## src/rtl/pdseq_pkg.sv

```systemverilog
package pdseq_pkg;

    // Sequencer states of one unit
    typedef enum logic [2:0] {
        U_ACTIVE   = 3'd0,
        U_DRAIN    = 3'd1,
        U_OFF      = 3'd2,
        U_RAMP     = 3'd3,
        U_SELFTEST = 3'd4
    } unit_state_e;

    // Bit positions software relies on inside each unit word
    localparam int REQ_BIT = 0;
    localparam int OFF_BIT = 27;
    localparam int ON_BIT  = 29;

    typedef logic [31:0] word_t;

    function automatic int max3(input int a, input int b, input int c);
        int m;
        m = (a > b) ? a : b;
        return (m > c) ? m : c;
    endfunction

endpackage

```

## src/rtl/pdseq_decode.sv

```systemverilog
module pdseq_decode #(
    parameter int          NUM_SLOTS = 32,
    parameter logic [31:0] UNIT_MASK = 32'h0000_1FFF,
    localparam int         IDX_W     = (NUM_SLOTS < 2) ? 1 : $clog2(NUM_SLOTS),
    localparam int         ADDR_W    = IDX_W + 2
) (
    input  logic                 bus_sel,
    input  logic                 bus_we,
    input  logic [ADDR_W-1:0]    bus_addr,
    output logic [NUM_SLOTS-1:0] wr_en,
    output logic                 rd_hit,
    output logic [IDX_W-1:0]     rd_idx
);

    logic [IDX_W-1:0] idx;
    logic             hit;

    always_comb begin
        idx = bus_addr[ADDR_W-1:2];
        hit = bus_sel && (bus_addr[1:0] == 2'b00)
              && (32'(idx) < NUM_SLOTS) && UNIT_MASK[idx];
    end

    for (genvar g = 0; g < NUM_SLOTS; g++) begin : g_wr
        assign wr_en[g] = hit && bus_we && (idx == IDX_W'(g));
    end

    assign rd_hit = hit && !bus_we;
    assign rd_idx = idx;

endmodule

```

## src/rtl/pdseq_unit.sv

```systemverilog
module pdseq_unit
    import pdseq_pkg::*;
#(
    parameter int PD_CYCLES   = 16,
    parameter int PU_CYCLES   = 8,
    parameter int BIST_CYCLES = 2000000,
    localparam int MAX_DUR    = max3(PD_CYCLES, PU_CYCLES, BIST_CYCLES),
    localparam int CNT_W      = (MAX_DUR < 2) ? 1 : $clog2(MAX_DUR)
) (
    input  logic  clk,
    input  logic  rst_n,
    input  logic  wr_en,
    input  logic  wr_bit,
    output word_t word,
    output logic  unit_rst,
    output logic  unit_pwr_en
);

    localparam logic [CNT_W-1:0] PD_LOAD   = CNT_W'(PD_CYCLES - 1);
    localparam logic [CNT_W-1:0] PU_LOAD   = CNT_W'(PU_CYCLES - 1);
    localparam logic [CNT_W-1:0] BIST_LOAD = CNT_W'(BIST_CYCLES - 1);

    typedef struct packed {
        unit_state_e      st;
        logic [CNT_W-1:0] cnt;
        logic             req;
    } unit_reg_t;

    unit_reg_t r_q, r_d;
    logic      step_done;

    always_comb begin
        r_d       = r_q;
        step_done = (r_q.cnt == '0);
        if (wr_en) begin
            r_d.req = wr_bit;
        end
        case (r_q.st)
            U_ACTIVE: begin
                if (r_q.req) begin
                    r_d.st  = U_DRAIN;
                    r_d.cnt = PD_LOAD;
                end
            end
            U_DRAIN: begin
                if (!step_done) begin
                    r_d.cnt = r_q.cnt - 1'b1;
                end else if (r_q.req) begin
                    r_d.st = U_OFF;
                end else begin
                    r_d.st  = U_RAMP;
                    r_d.cnt = PU_LOAD;
                end
            end
            U_OFF: begin
                if (!r_q.req) begin
                    r_d.st  = U_RAMP;
                    r_d.cnt = PU_LOAD;
                end
            end
            U_RAMP: begin
                if (!step_done) begin
                    r_d.cnt = r_q.cnt - 1'b1;
                end else if (r_q.req) begin
                    r_d.st  = U_DRAIN;
                    r_d.cnt = PD_LOAD;
                end else begin
                    r_d.st  = U_SELFTEST;
                    r_d.cnt = BIST_LOAD;
                end
            end
            U_SELFTEST: begin
                if (!step_done) begin
                    r_d.cnt = r_q.cnt - 1'b1;
                end else if (r_q.req) begin
                    r_d.st  = U_DRAIN;
                    r_d.cnt = PD_LOAD;
                end else begin
                    r_d.st = U_ACTIVE;
                end
            end
            default: begin
                r_d.st  = U_ACTIVE;
                r_d.cnt = '0;
            end
        endcase
    end

    always_ff @(posedge clk or negedge rst_n) begin
        if (!rst_n) begin
            r_q <= '{st: U_ACTIVE, cnt: '0, req: 1'b0};
        end else begin
            r_q <= r_d;
        end
    end

    always_comb begin
        word          = '0;
        word[REQ_BIT] = r_q.req;
        word[OFF_BIT] = (r_q.st == U_OFF);
        word[ON_BIT]  = (r_q.st == U_ACTIVE);
    end

    assign unit_rst    = (r_q.st != U_ACTIVE);
    assign unit_pwr_en = !((r_q.st == U_DRAIN) || (r_q.st == U_OFF));

endmodule

```

## src/rtl/pdseq_ctrl.sv

```systemverilog
module pdseq_ctrl
    import pdseq_pkg::*;
#(
    parameter int          NUM_SLOTS   = 32,
    parameter logic [31:0] UNIT_MASK   = 32'h0000_1FFF,
    parameter int          PD_CYCLES   = 16,
    parameter int          PU_CYCLES   = 8,
    parameter int          BIST_CYCLES = 2000000,
    localparam int         IDX_W       = (NUM_SLOTS < 2) ? 1 : $clog2(NUM_SLOTS),
    localparam int         ADDR_W      = IDX_W + 2
) (
    input  logic                 clk,
    input  logic                 rst_n,
    input  logic                 bus_sel,
    input  logic                 bus_we,
    input  logic [ADDR_W-1:0]    bus_addr,
    input  logic [31:0]          bus_wdata,
    output logic [31:0]          bus_rdata,
    output logic [NUM_SLOTS-1:0] unit_rst,
    output logic [NUM_SLOTS-1:0] unit_pwr_en
);

    logic [NUM_SLOTS-1:0] wr_en;
    logic                 rd_hit;
    logic [IDX_W-1:0]     rd_idx;
    word_t                words [NUM_SLOTS];
    logic                 unused_wdata;

    assign unused_wdata = ^bus_wdata[31:1];

    pdseq_decode #(
        .NUM_SLOTS (NUM_SLOTS),
        .UNIT_MASK (UNIT_MASK)
    ) i_decode (
        .bus_sel  (bus_sel),
        .bus_we   (bus_we),
        .bus_addr (bus_addr),
        .wr_en    (wr_en),
        .rd_hit   (rd_hit),
        .rd_idx   (rd_idx)
    );

    for (genvar g = 0; g < NUM_SLOTS; g++) begin : g_slot
        if (UNIT_MASK[g]) begin : g_unit
            pdseq_unit #(
                .PD_CYCLES   (PD_CYCLES),
                .PU_CYCLES   (PU_CYCLES),
                .BIST_CYCLES (BIST_CYCLES)
            ) i_unit (
                .clk         (clk),
                .rst_n       (rst_n),
                .wr_en       (wr_en[g]),
                .wr_bit      (bus_wdata[REQ_BIT]),
                .word        (words[g]),
                .unit_rst    (unit_rst[g]),
                .unit_pwr_en (unit_pwr_en[g])
            );
        end else begin : g_empty
            // unpopulated slot: held off and in reset
            assign words[g]       = '0;
            assign unit_rst[g]    = 1'b1;
            assign unit_pwr_en[g] = 1'b0;
        end
    end

    always_comb begin
        bus_rdata = '0;
        if (rd_hit) begin
            bus_rdata = words[rd_idx];
        end
    end

endmodule

```

## config.mk

```make
export PLATFORM = sky130hd
export DESIGN_NAME = pdseq_ctrl
export DESIGN_NICKNAME = d
export VERILOG_FILES = /design/src/rtl/pdseq_pkg.sv /design/src/rtl/pdseq_decode.sv /design/src/rtl/pdseq_unit.sv /design/src/rtl/pdseq_ctrl.sv
export SDC_FILE = /design/constraint.sdc
export NUM_CORES = 1
export LEC_CHECK = 0
export ABC_AREA = 1
export BUFFER_PORTS_ARGS = -buffer_cell sky130_fd_sc_hd__buf_2
export CORE_MARGIN = 2
export CORE_UTILIZATION = 43
export CTS_CLUSTER_DIAMETER = 50
export DETAILED_ROUTE_END_ITERATION = 16
export GPL_TIMING_DRIVEN = 0
export PLACE_DENSITY_LB_ADDON = 0.15
export SLEW_MARGIN = 20
export SYNTH_ARGS = -nofsm -noshare
export SYNTH_HDL_FRONTEND = slang
export SYNTH_SLANG_ARGS = --single-unit
```

## constraint.sdc

```tcl
create_clock -name clk -period 2.75 [get_ports clk]
set_input_delay 0.55 -clock clk [delete_from_list [all_inputs] [get_ports clk]]
set_output_delay 0.55 -clock clk [all_outputs]
set_load 0.03 [all_outputs]
```

==> flow_summary.toml <==
[global_route]
grt_use_total_pct = 21.0
antenna_found_initial = 5
grt_pass1_wl_um = 99400
grt_start_max_net_pins = 95
grt-ovfl-total = 0
grt_pass1_vias = 20300

[route]
vias = 22300
drc_errors = 0
wl_um = 59200
viasPerCell = 4.85
first_pass_iters = 6
drtIter0Drc = 1485
wl_per_cell_um = 12.9
postRouteAntennaNets = 0

[power]
p_total_mw = 33.9
ir_worst_vdd_v = 0.000610
leakagePower_nw = 15.5
p_per_area_nw_per_um2 = 1260

[layout]
layout_common_cells = "1410 x nand2_1, 540 x nor2_1, 369 x inv_1"
fin_cells = 4592
fillers = 5488
area_growth_pct = 15.3
nets = 3901
drive_above_1_share_pct = 10.4
layout_commonest_cell = "nand2_1"

[placed_design]
placed_cells = 4475
port_buffers = 40
globalplace.congestion = 0.905
dp_hpwl_um = 43100

[floorplan]
rows = 85
dieArea_um2 = 56400
die_h_um = 237
initial_core_util_pct = 43.5
dieWidth_um = 237
core_area_um2 = 53800
io_pins = 139

[setup_path]
worstPathMaxFanout = 9
startpoint_type = "flop"
critical_path_class = "reg2out"
required_ns = 2.20
crit_arrival_ns = 2.13
end_kind = "output port"

[logic_synthesis]
ys_ff_latch = 325
synth-main-ff-cell = "dfrtp_1"
synth-async-reset-ratio_pct = 100
synth-warning-count = 0
synthSimpleGateAreaFrac_pct = 41.1
yosys.area.top_type = "dfrtp_1"
synth_edf_count = 0
synth_area_leaders = "dfrtp_1 35%, nand2_1 23%, nor2_1 8.9%, inv_1 6.0%, nand3_1 4.6%"
synth_compound_area_share_pct = 8.36
syn_inst = 3671
netlist_area_um2 = 23400
synthXorXnorAreaFrac_pct = 4.41
synth-adder-area-share_pct = 0.694
muxShareOfSynthArea_pct = 0
synth_top_family_by_area = "simple AND/OR/NAND/NOR gates"
seq_area_frac_synth_pct = 34.7
synth_top_area_share_pct = 34.7
ys_types = 41
avgSynthCellArea_um2 = 6.38

[sta]
finalCritPeriodShare_pct = 97.3
hold_viol = 0
max_freq_mhz = 374
rsz0062_at_grt = "true"
finalSetupViolCount = 0
period_minus_slack_ns = 2.68
maxSlewViolCount = 0
maxSlewHeadroom_pct = 62.4
skew_ns = 0.0196
worst_slew_pin_slew_ns = 0.562

[clock_network]
cts_num_sinks = 325
insertion_delay_ns = 0.62
cts_buffer_depth = 3
cts_buffers = 58
cts_tree = "yes"
cts_root_buffer = "clkbuf_16"
h-tree-depth = 2
path_clk_slew_ns = 0.06

[run_status]
status = "complete, no violations"

[min_path]
hold_path_class = "in2reg"

[run]
maxCapViolations = 0
state kept, by name, indices dropped and copies added, names as in the netlist:
register / cells
g_slot.g_unit.i_unit.word: 13
g_slot.g_unit.i_unit.r_q: 312
final timing paths:
check,from,end,slack (ns),depth (start not counted)
max,g_slot[7].g_unit.i_unit.word[0]$_DFFE_PN0P_,bus_rdata[0],0.07,7
max reg2reg,g_slot[3].g_unit.i_unit.r_q[1]$_DFFE_PN0P_,g_slot[3].g_unit.i_unit.r_q[5]$_DFFE_PN0P_,0.61,9
max in group asynchronous,rst_n,g_slot[9].g_unit.i_unit.r_q[22]$_DFFE_PN0P_,0.97,4
min reg2reg,g_slot[1].g_unit.i_unit.r_q[2]$_DFFE_PN0P_,g_slot[1].g_unit.i_unit.r_q[2]$_DFFE_PN0P_,0.48,2
min,bus_we,g_slot[12].g_unit.i_unit.word[0]$_DFFE_PN0P_,0.26,3
min in group asynchronous,rst_n,g_slot[11].g_unit.i_unit.r_q[6]$_DFFE_PN0P_,0.47,2
kinds of logic after synthesis:
kind of cell    Yosys count
compound gates          324
xor+xnor                118
fa+ha+maj                13
buf+inv                 544
flops                   325
other cells               2
simple gates           2345
per-stage QoR:
stage | util (%) | area, µm² | hold slack [ns] | setup TNS [ns] | setup WS, ns
after global routing | 50.2 | 27000 | 0.252 | -0.0353 | -0.0236
after CTS | 49.9 | 26900 | 0.232 | 0 | 0.00794
after detailed placement | 46.1 | 24800 | 0.466 | 0 | 0.0866
after global placement | 46.0 | 24700 | 0.464 | -1766.84 | -5.51
final | 50.2 | 27000 | 0.262 | 0 | 0.0739
after floorplan | - | 23700 | 0.254 | 0 | 0.582
per-layer routing:
metal	vias to the layer above	wire length [µm]	global-route usage, %
met4	6	1400	6.46
met1	10100	29200	29.6
met3	92	2230	2.93
li1	11800	-	-
met2	332	26300	33.4
met5	-	39	0
synthesized netlist by cell type (24+ instances only):
master and instances:
a21oi_1 24, inv_1 375, nand2_1 1419, o21ai_0 138
nand4_1 42, nand3_1 216, buf_4 99, xnor2_1 35
o31ai_1 81, dfrtp_1 325, nor2_2 26, o21ai_1 36
xor2_1 83, nor2_1 558
final cells by class:
cell class,instances,area [µm²],area share (%)
Antenna cell,2,5.00,0.0185
Clock buffer,67,1540,5.68
Clock inverter,42,448,1.66
Tap cell,696,871,3.22
Buffer,145,1000,3.71
Sequential cell,325,8140,30.1
Multi-Input combinational cell,2867,13200,48.7
Timing Repair Buffer,49,348,1.29
Inverter,399,1510,5.59
report_power, final:
group / total, mW / switching, mW / internal, mW
clock network: 7.32 / 2.79 / 4.54
logic: 18.3 / 12.3 / 6.06
registers: 8.26 / 1.86 / 6.40
total: 33.9 / 16.9 / 17.0
what timing repair did:
item | in CTS | in global routing
pin swaps | 1 | 5
resized for setup | 20 | 33
buffers inserted | 0 | 5
setup endpoints to repair | 4 | 3
hold endpoints to repair | 61 | 0
hold buffers | 1 | 0
worst max-delay path, cell delays in order, from the launching register on:
cell,delay (ns)
dfrtp_1,0.44
clkinv_2,0.21
o22ai_1,0.22
o21ai_0,0.10
nand2_1,0.08
nor2_1,0.06
nor2_2,0.17
clkbuf_4,0.23
Note: power is estimated with default switching activity, not from simulation.
